`src/rtl/tmr_pkg.sv`:
```
package tmr_pkg;
    // Register select values
    localparam int unsigned SEL_COUNT = 0;
    localparam int unsigned SEL_LIMIT = 1;
    localparam int unsigned SEL_CTRL  = 2;

    // Control word bit positions
    localparam int unsigned BIT_IE   = 0;
    localparam int unsigned BIT_RUN  = 1;
    localparam int unsigned BIT_PEND = 3;

    typedef struct packed {
        logic ie;
        logic run;
        logic pend;
    } ctrl_state_t;
endpackage

```
`src/rtl/tmr_count_unit.sv`:
```
module tmr_count_unit #(
    parameter int unsigned DATA_W = 32
) (
    input  logic              clk,
    input  logic              rst,
    input  logic              run,
    input  logic              cnt_we,
    input  logic              lim_we,
    input  logic [DATA_W-1:0] wdata,
    output logic [DATA_W-1:0] count_q,
    output logic [DATA_W-1:0] limit_q,
    output logic              hit
);
    typedef struct packed {
        logic [DATA_W-1:0] count;
        logic [DATA_W-1:0] limit;
    } cnt_state_t;

    cnt_state_t st_d, st_q;

    always_comb begin
        st_d = st_q;
        hit  = run && (st_q.count == st_q.limit);
        if (cnt_we) begin
            st_d.count = wdata;
        end else if (run) begin
            st_d.count = hit ? '0 : st_q.count + 1'b1;
        end
        if (lim_we) begin
            st_d.limit = wdata;
        end
    end

    always_ff @(posedge clk) begin
        if (rst) begin
            st_q <= '0;
        end else begin
            st_q <= st_d;
        end
    end

    assign count_q = st_q.count;
    assign limit_q = st_q.limit;

    p_reset_r1: assert property (@(posedge clk) rst |=> (count_q == '0 && limit_q == '0));
    p_hold_r2: assert property (@(posedge clk) disable iff (rst)
        (!run && !cnt_we) |=> $stable(count_q));
    p_step_r3: assert property (@(posedge clk) disable iff (rst)
        (run && !cnt_we && count_q != limit_q) |=> count_q == $past(count_q) + 1'b1);
    p_wrap_r3: assert property (@(posedge clk) disable iff (rst)
        (run && !cnt_we && count_q == limit_q) |=> count_q == '0);
    p_load_r8: assert property (@(posedge clk) disable iff (rst)
        cnt_we |=> count_q == $past(wdata));
    p_limit_r10: assert property (@(posedge clk) disable iff (rst)
        !lim_we |=> $stable(limit_q));
endmodule

```
`src/rtl/tmr_ctrl_unit.sv`:
```
module tmr_ctrl_unit
    import tmr_pkg::*;
#(
    parameter int unsigned DATA_W = 32
) (
    input  logic              clk,
    input  logic              rst,
    input  logic              ctrl_we,
    input  logic [DATA_W-1:0] wdata,
    input  logic              hit,
    output logic              ie,
    output logic              run,
    output logic              pending
);
    ctrl_state_t cs_d, cs_q;

    always_comb begin
        cs_d = cs_q;
        if (ctrl_we) begin
            // acknowledge has priority over a same-cycle event
            cs_d.ie   = wdata[BIT_IE];
            cs_d.run  = wdata[BIT_RUN];
            cs_d.pend = 1'b0;
        end else if (hit && cs_q.ie) begin
            cs_d.pend = 1'b1;
        end
    end

    always_ff @(posedge clk) begin
        if (rst) begin
            cs_q <= '0;
        end else begin
            cs_q <= cs_d;
        end
    end

    assign ie      = cs_q.ie;
    assign run     = cs_q.run;
    assign pending = cs_q.pend;

    p_reset_r1: assert property (@(posedge clk) rst |=> (!ie && !run && !pending));
    p_raise_r4: assert property (@(posedge clk) disable iff (rst)
        (hit && ie && !ctrl_we) |=> pending);
    p_sticky_r4: assert property (@(posedge clk) disable iff (rst)
        (pending && !ctrl_we) |=> pending);
    p_quiet_r5: assert property (@(posedge clk) disable iff (rst)
        (!ie && !pending) |=> !pending);
    p_clear_r6: assert property (@(posedge clk) disable iff (rst)
        ctrl_we |=> !pending);
endmodule

```
`src/rtl/tmr_read_mux.sv`:
```
module tmr_read_mux
    import tmr_pkg::*;
#(
    parameter int unsigned DATA_W = 32,
    parameter int unsigned ADDR_W = 2
) (
    input  logic [ADDR_W-1:0] addr,
    input  logic [DATA_W-1:0] count_q,
    input  logic [DATA_W-1:0] limit_q,
    input  logic              ie,
    input  logic              run,
    input  logic              pending,
    output logic [DATA_W-1:0] rdata
);
    logic [DATA_W-1:0] ctrl_word;

    always_comb begin
        ctrl_word           = '0;
        ctrl_word[BIT_IE]   = ie;
        ctrl_word[BIT_RUN]  = run;
        ctrl_word[BIT_PEND] = pending;
        unique case (addr)
            ADDR_W'(SEL_COUNT): rdata = count_q;
            ADDR_W'(SEL_LIMIT): rdata = limit_q;
            ADDR_W'(SEL_CTRL):  rdata = ctrl_word;
            default:            rdata = '0;
        endcase
    end
endmodule

```
`src/rtl/cnt_limit_timer.sv`:
```
module cnt_limit_timer
    import tmr_pkg::*;
#(
    parameter int unsigned DATA_W = 32,
    parameter int unsigned ADDR_W = 2
) (
    input  logic              clk,
    input  logic              rst,
    input  logic [ADDR_W-1:0] bus_addr,
    input  logic              bus_we,
    input  logic [DATA_W-1:0] bus_wdata,
    output logic [DATA_W-1:0] bus_rdata,
    output logic              irq
);
    logic              we_count, we_limit, we_ctrl;
    logic [DATA_W-1:0] count_q, limit_q;
    logic              hit, ie, run, pending;

    always_comb begin
        we_count = bus_we && (bus_addr == ADDR_W'(SEL_COUNT));
        we_limit = bus_we && (bus_addr == ADDR_W'(SEL_LIMIT));
        we_ctrl  = bus_we && (bus_addr == ADDR_W'(SEL_CTRL));
    end

    tmr_count_unit #(.DATA_W(DATA_W)) u_count (
        .clk     (clk),
        .rst     (rst),
        .run     (run),
        .cnt_we  (we_count),
        .lim_we  (we_limit),
        .wdata   (bus_wdata),
        .count_q (count_q),
        .limit_q (limit_q),
        .hit     (hit)
    );

    tmr_ctrl_unit #(.DATA_W(DATA_W)) u_ctrl (
        .clk     (clk),
        .rst     (rst),
        .ctrl_we (we_ctrl),
        .wdata   (bus_wdata),
        .hit     (hit),
        .ie      (ie),
        .run     (run),
        .pending (pending)
    );

    tmr_read_mux #(.DATA_W(DATA_W), .ADDR_W(ADDR_W)) u_rd (
        .addr    (bus_addr),
        .count_q (count_q),
        .limit_q (limit_q),
        .ie      (ie),
        .run     (run),
        .pending (pending),
        .rdata   (bus_rdata)
    );

    assign irq = pending;

    p_irq_r4: assert property (@(posedge clk) disable iff (rst)
        (irq && !we_ctrl) |=> irq);
endmodule

```
`config.mk`:
```
export PLATFORM = sky130hd
export DESIGN_NAME = cnt_limit_timer
export DESIGN_NICKNAME = d
export VERILOG_FILES = /design/src/rtl/tmr_pkg.sv /design/src/rtl/tmr_count_unit.sv /design/src/rtl/tmr_ctrl_unit.sv /design/src/rtl/tmr_read_mux.sv /design/src/rtl/cnt_limit_timer.sv
export SDC_FILE = /design/constraint.sdc
export NUM_CORES = 1
export LEC_CHECK = 0
export BUFFER_PORTS_ARGS = -buffer_cell sky130_fd_sc_hd__buf_2
export CORE_MARGIN = 2
export CORE_UTILIZATION = 50
export DETAILED_ROUTE_END_ITERATION = 7
export MAX_ROUTING_LAYER = met4
export PLACE_DENSITY = 0.72
export SYNTH_ARGS = -nofsm -noshare
export SYNTH_HDL_FRONTEND = slang
export SYNTH_SLANG_ARGS = --single-unit
export TNS_END_PERCENT = 30
```
`constraint.sdc`:
```
create_clock -name clk -period 2.9 [get_ports clk]
set_input_delay 0.29 -clock clk [delete_from_list [all_inputs] [get_ports clk]]
set_output_delay 0.29 -clock clk [all_outputs]
set_load 0.02 [all_outputs]
```
=== After elaboration in Yosys (flattened, before gate mapping) ===
Cells that the tools add are included.

* Bits in registers: 67
* Bits of input ports: 37
* Logic and storage cells: 21

* Add/subtract/negate cells: 1
* Equal/unequal tests: 3
* Multiplexer cells: 4
* Reduce and logical (&&, ||, !) cells: 8

{| class="wikitable"
|+ Operators by type and width
! kind !! count
|-
| 32-bit 2-to-1 mux || 3
|-
| 32-bit case mux with 3 select lines || 1
|-
| 32-bit by 1-bit adder with 32-bit output, second input constant || 1
|-
| 32-bit equality test || 1
|-
| 1-bit logical AND || 5
|-
| 2-bit by 1-bit equality test with 1-bit output, second input constant || 1
|-
| 2-bit equality test, second input constant || 1
|-
| 2-bit zero test || 1
|-
| 2-bit nonzero test || 1
|-
| 2-bit OR reduction || 1
|}

=== Logic depth before layout (Yosys ltp) ===
Gate-level depths: netlist (run 1).

* Depth in word-level cells: 5
* Depth in mapped cells: 8

=== By module ===
Synthesis (run 1) repeated with hierarchy kept, for this count alone.

* Cell total of the unflattened synthesis: 477
* Area total of the unflattened synthesis: 4184.0 sq um

{| class="wikitable"
|+ By module, submodules not included
! module !! instances !! cells an instance !! area an instance (sq um) !! sequential area each (sq um)
|-
| tmr_count_unit || 1 || 392 || 3483.3 || 1281.2
|-
| tmr_read_mux || 1 || 73 || 573.0 || 0.0
|-
| tmr_ctrl_unit || 1 || 9 || 97.6 || 60.1
|-
| cnt_limit_timer || 1 || 3 || 30.0 || 0.0
|}

=== Worst setup path before layout (run 1) ===
Ideal clock, no wire load.

* Path type: input to output
* Start: input port bus_addr[0]
* End: output port bus_rdata[3]
* Data arrival time: 1.553 ns
* Setup slack: 1.057 ns
* Stages: 4
* Path buffers: 2
* Cell sequence: buf_2 -> buf_1 -> mux2i_1 -> o21ai_0

* Word-level cells in the longest chain between the ends: 2

{| class="wikitable"
|+ RTL lines
! what !! line !! source
|-
| start: declaration || cnt_limit_timer.sv:9 || <nowiki>input logic [ADDR_W-1:0] bus_addr,</nowiki>
|-
| 2-bit equality test, or another cell as far along || tmr_read_mux.sv:22 || <nowiki>unique case (addr)</nowiki>
|-
| 32-bit case mux with 3 select lines (*) || tmr_read_mux.sv:22 ||
|-
| end: declaration || cnt_limit_timer.sv:12 || <nowiki>output logic [DATA_W-1:0] bus_rdata,</nowiki>
|}

Every way passes the cells marked *; elsewhere a longest branch is shown, timed or not.

=== Final worst setup path (run 1) ===
* Start: register u_count.st_q (netlist bit u_count.count_q[1])
* End: register u_count.st_q (netlist bit u_count.count_q[8])

* Word-level cells in the longest chain between the ends: 5

{| class="wikitable"
|+ RTL lines
! what !! line !! source
|-
| start: declaration || tmr_count_unit.sv:19 || <nowiki>cnt_state_t st_d, st_q;</nowiki>
|-
| start signal: assignment || tmr_count_unit.sv:38 || <nowiki>st_q <= st_d;</nowiki>
|-
| parallel branches: the longest is 2 deep, another holds 32-bit by 1-bit adder with 32-bit output || -- ||
|-
| 32-bit 2-to-1 mux (*) || tmr_count_unit.sv:27 || <nowiki>st_d.count = hit ? '0 : st_q.count + 1'b1;</nowiki>
|-
| 32-bit 2-to-1 mux (*) || tmr_count_unit.sv:26 || <nowiki>end else if (run) begin</nowiki>
|-
| 32-bit 2-to-1 mux (*) || tmr_count_unit.sv:24 || <nowiki>if (cnt_we) begin</nowiki>
|}

Mark *: on every way between the ends. The select of a mux whose other input is x is not followed.
A chain may end at the register's enable or synchronous reset.

==> impl_summary.log, run 1 <==
[metrics] outcome: completed
[metrics] Critical Path Source: u_count.count_q[1]
[metrics] first-pass GRT wire length: 21200 µm
[metrics] number of cells on the critical path: 6
[metrics] core box area: 8299 µm²
[metrics] insertion delay to the later sink of the worst-skew pair: 0.35 ns
[metrics] starting density of the core: 0.5206
[metrics] final net count: 658
[metrics] worst r2r dst: u_count.count_q[8]
[metrics] number of DRC violations after detailed-routing iteration 0: 335
[metrics] post-synthesis instance area: 4320 µm²
[metrics] post-DR vias/cell: 6.093
[metrics] Worst Max-Slew Pin Slew: 0.9550 ns
[metrics] number of enable-type register cells in the synthesized netlist: 0
[metrics] Row Count: 33
[metrics] arrival time of data at the critical path endpoint: 2.74 ns
[metrics] grt met1 use: 0.3700
[metrics] power per cell area: 443.5 nW/µm²
[metrics] FF-to-FF path depth: 6
[metrics] number of optimization iterations in the first detailed-route pass: 5
[metrics] reg-to-reg setup timing slack: 0.37 ns
[metrics] CP cell instances: xnor2_1, nand4_1, nor4_1, a21oi_1, nand3_1, a31oi_1
[metrics] buffer levels on the longest clock path: 2
[metrics] number of placed I/O pins: 70
[metrics] maximum achievable frequency: 394.8 MHz
[metrics] Setup Skew: 0.008862 ns
[metrics] final-report setup violation count: 0
[metrics] number of buffers created by CTS: 9
[metrics] final critical delay including setup and external delays: 2.533 ns
[metrics] Inserted Diodes: 0
[metrics] Cell Area, Placed: 4668 µm²
[metrics] commonest cells after routing, fill and taps aside: 95 x nand2_1, 69 x buf_2, 67 x dfxtp_1, 65 x a21oi_1, 45 x nor2_1
[metrics] required time worst endpoint: 3.11 ns
[metrics] worst setup path end: u_count.count_q[8]
[metrics] Crit path largest cell delay: 0.80 ns
[metrics] CP Capture Type: flop
[metrics] Synth Area per Inst: 7.462 µm²
[metrics] critical path class: flop to flop
[metrics] routed wire length: 13060 µm
[metrics] met3 demand-to-capacity share in global routing: 0.04191
[metrics] CTS H-Tree Depth: 3
[metrics] area growth from synthesis to layout: 12.28%
[metrics] global-route usage over all layers: 0.2830
[metrics] most common cell after layout, fill and taps aside: nand2_1
[metrics] leakage power total: 1.959 nW
[metrics] library cells used by synthesis: 49
[metrics] count of pins over their slew limit: 0
[metrics] sequential cell area fraction in the yosys report: 0.3105
[metrics] crit share post-route: 0.8734
[metrics] Yosys warnings: 0
[metrics] final HPWL from detailed placement: 9244 µm
[metrics] max_slew headroom: 0.3575
[metrics] hold buffer count at CTS: 0
[metrics] type of the worst min-delay path: primary input to flop
[metrics] weighted congestion at the end of routability-driven global placement: 1.033
[metrics] detailed-route DRC error count: 0
[metrics] RSZ-0062 raised after global routing: no
[metrics] largest driver fanout on the critical path: 7
[metrics] ANT nets after route: 0
[metrics] startpoint type of the worst setup path: flop
[metrics] crit path buf inv count: 0
[metrics] count of buffers added by post-CTS timing repair for setup: 0
[metrics] CTS sink cnt: 67
[metrics] via count: 4442
[metrics] CTS tree: done
[metrics] Die Outline Area: 9400 µm²
[metrics] max-cap violation count: 0
[metrics] Main synth FF type: dfxtp_1
[metrics] DIE WIDTH: 96.96 µm
[metrics] Die Y: 96.96 µm
[metrics] number of antenna violations at the first check in global routing: 0
[metrics] slowest stage cell, crit path: nor4_1
[metrics] kind of cell adding the most delay to the critical path: simple AND/OR/NAND/NOR gates
[metrics] GR Layer Usage met2: 0.4348
[metrics] post-synthesis async set-or-reset flop share: 0
[metrics] overall overflow remaining after global route: 0
[metrics] maximum number of pins on one net before global-route repair: 43
[metrics] net count after synthesis: 617
[metrics] Clock Tree Root: clkbuf_8
[metrics] number of instances resized during post-cts repair: 0
[metrics] count of port buffers added during placement: 69
[metrics] most heavily used metal layer in global routing: met2
[metrics] Final TNS setup: 0 ns
[metrics] launch instance of the worst register-to-register path: u_count.count_q[1]
[metrics] final hold viol count: 0
[metrics] fraction of final layout cells sized beyond drive strength 1: 0.1699
[metrics] detail-routed net length per standard cell: 17.92 µm
[metrics] maximum VDD drop: 248.8 µV
[metrics] Non-Filler Cell Area, Final: 4851 µm²
[metrics] post-synthesis register bit count: 67
[metrics] via count of the first global-routing pass: 4178
[metrics] clock input transition at the sequential cells of the worst setup and hold paths: 0.08 ns
[metrics] synthesized instance count: 579
-- layer usage --
layer	up-vias	part of all wire
li1	2090	-
met1	2079	0.43
met2	226	0.46
met3	47	0.083
met4	0	0.031
met5	-	0
-- worst min path at each step --
stage | from | end | cells past startpoint
6_report | bus_wdata[7] | u_count.limit_q[7] | 3
5_1_grt | bus_wdata[8] | u_count.limit_q[8] | 3
4_1_cts | bus_wdata[7] | u_count.limit_q[7] | 3
3_5_place_dp | u_count.limit_q[18] | u_count.limit_q[18] | 2
3_3_place_gp | u_count.limit_q[22] | u_count.limit_q[22] | 2
2_1_floorplan | bus_wdata[14] | u_count.limit_q[14] | 2
-- worst register-to-register path: stages, from the launching register on --
cell and delay (ns):
dfxtp_1 0.54, xnor2_1 0.25, nand4_1 0.20, nor4_1 0.80, a21oi_1 0.33, nand3_1 0.18, a31oi_1 0.09
-- Yosys cell counts, types with 2 or more instances --
cell type,number,share of area
a211oi_1,5,0.0087
a21o_1,3,0.0052
a21oi_1,65,0.075
a31oi_1,8,0.012
and2_1,5,0.0072
and3_1,17,0.025
and4_1,6,0.012
buf_1,3,0.0026
buf_2,10,0.012
buf_4,3,0.0052
clkbuf_1,30,0.026
clkbuf_2,4,0.0046
dfxtp_1,67,0.31
inv_1,8,0.0070
mux2i_1,32,0.074
nand2_1,95,0.083
nand2b_1,7,0.010
nand3_1,32,0.037
nand4_1,15,0.022
nor2_1,45,0.039
nor3_1,13,0.015
nor3b_1,3,0.0052
nor4_1,6,0.0087
nor4_2,2,0.0058
o21ai_0,8,0.0093
o22ai_1,11,0.016
xnor2_1,35,0.071
xor2_1,20,0.041
-- registers in the layout, summed over array words and instances (netlist names) --
signal and flops:
u_count.count_q 32, u_count.limit_q 32, u_ctrl.ie 1, u_ctrl.pending 1, u_ctrl.run 1
-- report_power, final --
group	switching (mW)	internal [mW]	total, mW
Combinational	0.227	0.146	0.373
Sequential	0.0618	0.957	1.02
Clock	0.370	0.389	0.760
Total	0.659	1.49	2.15
-- metrics by stage --
stage	cells	total power, mW	util	worst slack (ns)	hold slack [ns]
finish	729	2.151	0.5845	0.3670	0.1779
CTS	729	2.141	0.5845	0.5423	0.1798
floorplan	579	1.284	-	1.057	0.4260
global route	729	2.236	0.5845	0.3354	0.1776
global placement	714	1.393	0.5625	0.5911	0.4677
detailed placement	714	1.401	0.5625	0.5570	0.4749
-- logic make-up after synthesis --
kind of cell / after synthesis / share of synthesized area
xor gates and xnor gates: 55 / 0.1115
muxes: 32 / 0.07414
DFF: 67 / 0.3105
buffers and inverters: 58 / 0.05705
and+or+nand+nor: 260 / 0.3061
AOI/OAI and AO/OA: 106 / 0.1379
adders and majority gates: 1 / 0.002896
-- layout make-up --
cell class	instances	area (µm²)
timing repair buffer	80	427.9
clock inverter	5	55.05
clock buffer	10	127.6
tap	105	131.4
sequential	67	1341
inverter	8	30.03
multi-input combinational	454	2738
fill	765	3448
Note: power is estimated with default switching activity, not from simulation.
==> run 2, diff against run 1 <==
- SYNTH_HIERARCHICAL: default -> 1
==> impl_summary.log, run 2 <==
[metrics] outcome: completed
[metrics] arrival time of data at the critical path endpoint: 2.52 ns
[metrics] DIE WIDTH: 95.48 µm
[metrics] final net count: 565
[metrics] most common cell after layout, fill and taps aside: nor2_1
[metrics] Inserted Diodes: 0
[metrics] launch instance of the worst register-to-register path: u_count/count_q[0]
[metrics] Final TNS setup: 0 ns
[metrics] number of enable-type register cells in the synthesized netlist: 0
[metrics] sequential cell area fraction in the yosys report: 0.3206
[metrics] final HPWL from detailed placement: 7147 µm
[metrics] Worst Hold Path Cells: 3
[metrics] count of port buffers added during placement: 69
[metrics] routed wire length: 10650 µm
[metrics] ANT nets after route: 0
[metrics] number of instances resized during post-cts repair: 0
[metrics] clock input transition at the sequential cells of the worst setup and hold paths: 0.07 ns
[metrics] number of placed I/O pins: 70
[metrics] Clock Tree Root: clkbuf_8
[metrics] number of buffers created by CTS: 9
[metrics] worst hold margin: 0.1989 ns
[metrics] max_slew headroom: 0.5035
[metrics] count leader, synth: nor2_1
[metrics] startpoint type of the worst setup path: flop
[metrics] maximum VDD drop: 274.3 µV
[metrics] Worst Hold Endpoint: u_count/limit_q[31]
[metrics] final critical delay including setup and external delays: 2.320 ns
[metrics] detail-routed net length per standard cell: 16.72 µm
[metrics] final-report setup violation count: 0
[metrics] number of filler instances in the final layout: 778
[metrics] leakage power total: 1.793 nW
[metrics] post-synthesis instance area: 4184 µm²
[metrics] post-DR vias/cell: 5.710
[metrics] top area cells in the synthesized netlist: dfxtp_1 32%, mux2i_1 16%, xnor2_1 9.6%
[metrics] count of pins over their slew limit: 0
[metrics] power per cell area: 444.2 nW/µm²
[metrics] type of the worst min-delay path: primary input to flop
[metrics] number of DRC violations after detailed-routing iteration 0: 224
[metrics] first-pass GRT wire length: 16910 µm
[metrics] net count after synthesis: 515
[metrics] number of optimization iterations in the first detailed-route pass: 5
[metrics] starting density of the core: 0.5118
[metrics] max-cap violation count: 0
[metrics] commonest cells after routing, fill and taps aside: 81 x nor2_1, 69 x buf_2, 67 x dfxtp_1, 66 x mux2i_1, 46 x xnor2_1
[metrics] Synth Area per Inst: 8.772 µm²
[metrics] buffer levels on the longest clock path: 2
[metrics] synthesized instance count: 477
[metrics] Main synth FF type: dfxtp_1
[metrics] via count: 3637
[metrics] Die Y: 95.48 µm
[metrics] combined flip-flop and latch cell area: 1341 µm²
[metrics] CTS sink cnt: 67
[metrics] Yosys warnings: 6
[metrics] count of buffers added by post-CTS timing repair for setup: 0
[metrics] Worst Max-Slew Pin Slew: 0.7447 ns
[metrics] hold buffer count at CTS: 0
[metrics] required time worst endpoint: 3.10 ns
[metrics] Setup Skew: 0.007765 ns
[metrics] share of Yosys cell area claimed by the top area cell type: 0.3206
[metrics] largest area contributor in the synthesized netlist: dfxtp_1
[metrics] detailed-route DRC error count: 0
[metrics] reg-to-reg setup timing slack: 0.58 ns
[metrics] fraction of final layout cells sized beyond drive strength 1: 0.1992
[metrics] post-synthesis async set-or-reset flop share: 0
[metrics] core box area: 8175 µm²
[metrics] via count of the first global-routing pass: 3403
[metrics] maximum achievable frequency: 431.0 MHz
[metrics] global-route usage over all layers: 0.2477
[metrics] area of the multi-input gates: 2580 µm²
[metrics] CTS tree: done
[metrics] RSZ-0062 raised after global routing: no
[metrics] insertion delay to the later sink of the worst-skew pair: 0.34 ns
[metrics] Die Outline Area: 9115 µm²
[metrics] crit share post-route: 0.8000
[metrics] post-synthesis register bit count: 67
[metrics] weighted congestion at the end of routability-driven global placement: 0.8347
[metrics] overall overflow remaining after global route: 0
[metrics] largest driver fanout on the critical path: 23
[metrics] Row Count: 33
[metrics] final hold viol count: 0
[metrics] library cells used by synthesis: 37
[metrics] HP Start: bus_wdata[31]
[metrics] FF-to-FF path depth: 6
[metrics] total power: 2.077 mW
[metrics] worst r2r dst: u_count/count_q[23]
[metrics] maximum number of pins on one net before global-route repair: 68
[metrics] number of antenna violations at the first check in global routing: 0
[metrics] CP Capture Type: flop
[metrics] area growth from synthesis to layout: 11.72%
[metrics] CTS H-Tree Depth: 3
[metrics] Synth top cells by count: 81 x nor2_1, 67 x dfxtp_1, 66 x mux2i_1, 46 x xnor2_1
[metrics] critical path class: flop to flop
run 2: cell count changes after synthesis, moves of 21 or more:
cell     before  now
a21oi_1      65   26
mux2i_1      32   66
nand2_1      95   11
nand3_1      32   11
nor2_1       45   81
nor3b_1       3   26
run 2: critical path, stage by stage, from the launching register on:
cell	delay [ns]
dfxtp_1	0.54
xnor2_1	0.21
nand4_1	0.16
nor4_1	0.43
a311oi_4	0.32
nand2b_4	0.35
o22ai_1	0.14
run 2: area by class of cell:
cell class	count	area share
well taps	105	0.02810
clock buffers	11	0.03025
multi-input cells	365	0.5519
inverters	8	0.006424
clock inverters	5	0.01124
flip-flops and latches	67	0.2869
repair buffers	76	0.08512
run 2: kinds of logic after synthesis:
group                    count (synthesis)  synth area share
AO/OA/AOI/OAI                           62            0.1026
XOR/XNOR                                62            0.1298
adder cells (fa/ha/maj)                  1          0.002990
buffers and inverters                   45           0.06459
flip-flops                              67            0.3206
multiplexers                            66            0.1579
AND/OR/NAND/NOR                        174            0.2216
run 2: how the worst max path moves through the flow:
stage / startpoint / end / slack, ns / cells after the start
final: u_count/count_q[0] / u_count/count_q[23] / 0.58 / 6
after global routing: u_count/count_q[0] / u_count/count_q[26] / 0.38 / 6
after CTS: u_count/count_q[0] / u_count/count_q[23] / 0.60 / 6
after detailed placement: u_count/count_q[0] / u_count/count_q[23] / 0.62 / 6
after global placement: u_count/count_q[0] / u_count/count_q[23] / 0.69 / 6
after floorplan: u_count/count_q[1] / u_count/count_q[17] / 1.06 / 7
run 2: per-stage QoR:
step	util	cell area [µm²]	worst slack [ns]	instances
after floorplan	-	4184	1.059	477
after global placement	0.5481	4481	0.6875	621
after detailed placement	0.5481	4481	0.6206	621
after CTS	0.5718	4674	0.5971	637
after global routing	0.5718	4674	0.3806	637
final	0.5718	4674	0.5800	637
run 2: power by group:
| group | switching (mW) | total, mW | internal, mW |
|---|---|---|---|
| Clock | 0.357 | 0.773 | 0.416 |
| Combinational | 0.175 | 0.306 | 0.131 |
| Sequential | 0.0444 | 0.997 | 0.953 |
| Total | 0.576 | 2.08 | 1.50 |
run 2: per-layer routing:
metal / global-route usage / wire length, µm
met4: 0.07738 / 144
met5: - / 0
met2: 0.4014 / 5235
met1: 0.3185 / 4727
met3: 0.03874 / 542
